$ cat src/rtl/pport_fifo.sv
module pport_fifo #(
  parameter int DEPTH   = 16,
  parameter int WR_FREE = 8,
  parameter int RD_FILL = 8
) (
  input  logic       clk,
  input  logic       rst_n,
  input  logic [2:0] mode,
  input  logic       ctl_we,
  input  logic [7:0] ctl_wdata,
  output logic [7:0] ctl_rdata,
  input  logic       host_wr,
  input  logic [7:0] host_wdata,
  input  logic       host_rd,
  output logic [7:0] host_rdata,
  input  logic       per_push,
  input  logic [7:0] per_wdata,
  input  logic       per_pop,
  output logic [7:0] per_rdata,
  output logic       full,
  output logic       empty,
  output logic       svc_irq
);
  localparam int AW   = $clog2(DEPTH);
  localparam int CW   = $clog2(DEPTH + 1);
  localparam int WLVL = DEPTH - WR_FREE;

  logic [7:0]    mem [DEPTH];
  logic [AW-1:0] wp, rp;
  logic [CW-1:0] cnt, cnt_n;
  logic [2:0]    mode_q;
  logic          dir_q;
  logic [7:0]    last_q;
  logic          svc_q;

  logic unused_ok;
  assign unused_ok = ^{ctl_wdata[7:6], ctl_wdata[4:0]};

  wire flush  = mode != mode_q;
  wire m_cpt  = mode == 3'b010;
  wire m_ecp  = mode == 3'b011;
  wire m_tst  = mode == 3'b110;
  wire eff_in = dir_q & (mode != 3'b000) & ~m_cpt;
  wire is_full  = cnt == CW'(DEPTH);
  wire is_empty = cnt == '0;

  wire do_hw = host_wr  & ~is_full  & ~flush & (m_cpt | m_tst | (m_ecp & ~eff_in));
  wire do_pu = per_push & ~is_full  & ~flush & m_ecp & eff_in;
  wire do_hr = host_rd  & ~is_empty & ~flush & (m_tst | (m_ecp & eff_in));
  wire do_pp = per_pop  & ~is_empty & ~flush & (m_cpt | (m_ecp & ~eff_in));
  wire push  = do_hw | do_pu;
  wire pop   = do_hr | do_pp;
  wire [7:0] push_data = do_hw ? host_wdata : per_wdata;
  wire dir_chg = ctl_we & (ctl_wdata[5] != dir_q);

  assign cnt_n = cnt + CW'(push) - CW'(pop);

  always_ff @(posedge clk)
    if (push) mem[wp] <= push_data;

  always_ff @(posedge clk or negedge rst_n)
    if (!rst_n) begin
      wp <= '0; rp <= '0; cnt <= '0; mode_q <= 3'b000; last_q <= 8'h00;
    end else if (flush) begin
      wp <= '0; rp <= '0; cnt <= '0; mode_q <= mode; last_q <= 8'h00;
    end else begin
      if (push) wp <= (wp == AW'(DEPTH - 1)) ? '0 : wp + 1'b1;
      if (pop)  rp <= (rp == AW'(DEPTH - 1)) ? '0 : rp + 1'b1;
      if (do_hr) last_q <= mem[rp];
      cnt <= cnt_n;
    end

  always_ff @(posedge clk or negedge rst_n)
    if (!rst_n) dir_q <= 1'b0;
    else if (ctl_we) dir_q <= ctl_wdata[5];

  always_ff @(posedge clk or negedge rst_n)
    if (!rst_n) svc_q <= 1'b0;
    else if (flush || dir_chg) svc_q <= 1'b0;
    else if (!eff_in) begin
      if (cnt_n < cnt && cnt_n == CW'(WLVL)) svc_q <= 1'b1;
      else if (cnt_n > CW'(WLVL))            svc_q <= 1'b0;
    end else begin
      if (cnt_n > cnt && cnt_n == CW'(RD_FILL)) svc_q <= 1'b1;
      else if (cnt_n < CW'(RD_FILL))            svc_q <= 1'b0;
    end

  assign ctl_rdata  = {2'b00, dir_q, 5'b00000};
  assign host_rdata = last_q;
  assign per_rdata  = is_empty ? 8'h00 : mem[rp];
  assign full       = is_full;
  assign empty      = is_empty;
  assign svc_irq    = svc_q;
endmodule


$ cat config.mk
export PLATFORM = sky130hd
export DESIGN_NAME = pport_fifo
export DESIGN_NICKNAME = d
export VERILOG_FILES = /design/src/rtl/pport_fifo.sv
export SDC_FILE = /design/constraint.sdc
export NUM_CORES = 1
export LEC_CHECK = 0
export BUFFER_PORTS_ARGS = -buffer_cell sky130_fd_sc_hd__buf_2
export CORE_MARGIN = 2
export CORE_UTILIZATION = 42
export DETAILED_ROUTE_END_ITERATION = 8
export GPL_TIMING_DRIVEN = 0
export HOLD_SLACK_MARGIN = 0.08
export PLACE_DENSITY = 0.59
export SYNTH_ARGS = -nofsm -noshare
export SYNTH_HDL_FRONTEND = slang
export SYNTH_SLANG_ARGS = --single-unit
$ cat constraint.sdc
create_clock -name clk -period 5.55 [get_ports clk]
set_input_delay 0 -clock clk [delete_from_list [all_inputs] [get_ports clk]]
set_output_delay 0 -clock clk [all_outputs]
set_load 0.005 [all_outputs]
==> impl_metrics.toml <==
[run_status]
status = "completed"

[place]
portBuffers = 45
hpwlAfterDp_um = 9748
gp_congestion = 0.7651
placed_area_sq_mm = 0.007284

[drt]
first_iter_violations = 308
drc = 0
viasPerCell = 5.331
routed_wirelength_um = 14390
drt_pass1_iterations = 5
wire_per_inst_um = 20.18
ant_nets = 0
vias = 3801

[timing]
skew_ns = 0.01091
max-slew-margin-rel = 0.1405
max_freq_ghz = 0.2025
setup_tns_ns = 0
worst_pin_slew_ns = 1.279
finalCriticalPeriod_ns = 4.938
final_hold_viol_count = 0
setup_violations = 0
rsz0062_at_grt = "false"
report.final.slew_viol_count = 0
fin_crit_sh = 0.8898

[setup_path]
worst_ep_required_time_ns = 5.91
start_kind = "flip-flop"
crit_path_end_kind = "flip-flop"
timing.rr.end = "svc_irq"
rr_worst_depth = 19
cp-endpoint = "svc_irq"
crit_start = "cnt[3]"
cp_max_fo = 10
path_class = "reg2reg"
r2r_slack_ns = 0.61
r2r_start = "cnt[3]"
arrival_ns = 5.30

[cells_and_area]
fin_nets = 535
final_cell_mix = "edfxtp_1 (128), buf_2 (50), mux4_2 (32)"
syn2layout_area_growth_pct = 17.57
seqCellArea_sq_mm = 0.004494
fillerInstances = 1337
layout-drive-gt1-share = 0.2837
design_area_sq_mm = 0.007955
multi_input_comb_area_sq_mm = 0.002068
antenna_cells = 0
mostFrequentLayoutCell = "edfxtp_1"

[synthesis]
synth_seq_cells = 154
ys_types = 54
synth_seq_area_share = 0.6642
async_flop_share = 0.1688
synth_edf_count = 128
netlist_area_sq_mm = 0.006766
synth.avg_cell_area_sq_um = 16.63
yosys_warnings = 0
synth_ff_type = "edfxtp_1"
syn_inst = 407

[global_route]
grt.total_usage = 0.1860
grt_max_degree = 27
antenna_found_initial = 0
first_global_vias = 3826
grt_pass1_wl_um = 22500
overflow = 0

[die]
dieHeight_um = 130.9
die_w_um = 130.9
core-area_sq_mm = 0.01583
die_area_sq_mm = 0.01714
io_pins = 61
initial_core_util = 0.4275
placementRows = 46

[clocking]
cts.sinks = 154
cts_root_buf = "clkbuf_16"
cts_resized = 0
postCtsSetupBuffers = 0
h-tree-depth = 4
path_clk_slew_ns = 0.07
cts_buffer_depth = 2
clk_latency_ns = 0.42
cts_tree = "yes"
cts_buffers = 17

[pwr]
p_leak_nw = 2.890
ir_drop_uv = 248.2
power_density_mw_per_mm2 = 316.0

[worst_hold_path]
hold_class = "in2async"

[flow_run]
cap_violations = 0
## through the flow
stage | hold slack [ns] | worst slack [ns] | util | std cells | power, mW
finish | 0.1209 | 0.6118 | 0.5026 | 713 | 2.514
global route | 0.1948 | 0.09881 | 0.5026 | 713 | 2.596
CTS | 0.1292 | 0.5955 | 0.5026 | 713 | 2.533
detailed placement | 0.06354 | 0.6435 | 0.4602 | 674 | 1.364
global placement | 0.05001 | 0.7326 | 0.4602 | 674 | 1.361
floorplan | -0.2956 | 1.374 | - | 413 | 1.330
## cell families after synthesis
kind of cell    count (synthesis)  share of synthesized area
simple gates                   82                    0.07082
flops                         154                     0.6642
mux                            44                     0.1259
compound gates                 54                    0.05973
other cells                     1                  0.0005542
fa+ha+maj                      17                    0.03254
xor+xnor                        9                    0.01276
buf+inv                        46                    0.03347
## Yosys cell counts (all sizes together), types with 2 or more instances
master | count | area (sq um)
buf | 16 | 111.4
nand2b | 6 | 37.54
nand3 | 14 | 70.07
nand4 | 3 | 18.77
dfrtp | 26 | 650.6
nor2b | 3 | 18.77
o31ai | 2 | 15.01
o2111ai | 2 | 17.52
xnor2 | 3 | 26.28
and2 | 12 | 75.07
a21oi | 8 | 40.04
nor3 | 6 | 45.04
edfxtp | 128 | 3844
a221oi | 9 | 78.83
clkbuf | 13 | 48.80
nor2 | 17 | 63.81
xor2 | 6 | 60.06
and4 | 3 | 26.28
and4b | 3 | 30.03
mux2 | 9 | 101.4
a21o | 2 | 15.01
a22o | 8 | 70.07
mux2i | 3 | 30.03
mux4 | 32 | 720.7
ha | 16 | 200.2
nand2 | 8 | 30.03
o21ai | 11 | 55.05
or3 | 2 | 12.51
inv | 17 | 66.32
## worst max-delay path, stage by stage (launching register included)
cell,delay (ns)
dfrtp_1,0.39
inv_1,0.11
ha_1,0.17
nor4b_2,0.72
inv_1,0.19
o2111ai_1,0.36
inv_1,0.10
ha_1,0.31
inv_1,0.08
ha_1,0.17
inv_1,0.06
fa_1,0.40
nand2b_1,0.17
a21oi_1,0.16
xnor2_1,0.24
ha_1,0.35
a21oi_1,0.19
a31oi_1,0.11
o41ai_1,0.36
o2111a_1,0.22
## where the power goes
group / internal, mW / switching [mW]
logic: 0.0314 / 0.0526
clock network: 0.688 / 0.482
registers: 1.26 / 0.00172
total: 1.98 / 0.536
## worst min path at each step
stage,start,to,cells past startpoint
final,rst_n,mode_q[2],2
after global routing,host_wr,wp[1],5
after CTS,host_wr,wp[1],5
after detailed placement,rst_n,mode_q[0],1
after global placement,rst_n,mode_q[0],1
after floorplan,rst_n,cnt[0],0
## cell type report
| cell class | instances | area share |
|---|---|---|
| repair buffers | 52 | 0.03712 |
| plain buffers | 29 | 0.02013 |
| inverters | 17 | 0.008336 |
| well taps | 216 | 0.03397 |
| flip-flops and latches | 154 | 0.5650 |
| clock buffers | 19 | 0.05568 |
| multi-input cells | 213 | 0.2600 |
| clock inverters | 13 | 0.01982 |
## state kept, by name (all words and copies together) (netlist names)
name,count
mem,128
host_rdata,8
cnt,5
rp,4
wp,4
mode_q,3
dir_q,1
svc_irq,1
## layer usage
layer / GRT usage / vias up / share of wire / wire length, um
li1: - / 1747 / - / -
met1: 0.2524 / 1939 / 0.45 / 6464
met2: 0.2996 / 95 / 0.49 / 7088
met3: 0.04479 / 20 / 0.041 / 590
met4: 0.05882 / 0 / 0.017 / 247
met5: 0 / - / 0 / 0
## what timing repair did
item	4_1_cts	5_1_grt
endpoints found under the hold margin	31	0
hold buffers	7	0
setup endpoints to repair	0	0
Power figures use the tool's default switching activity.
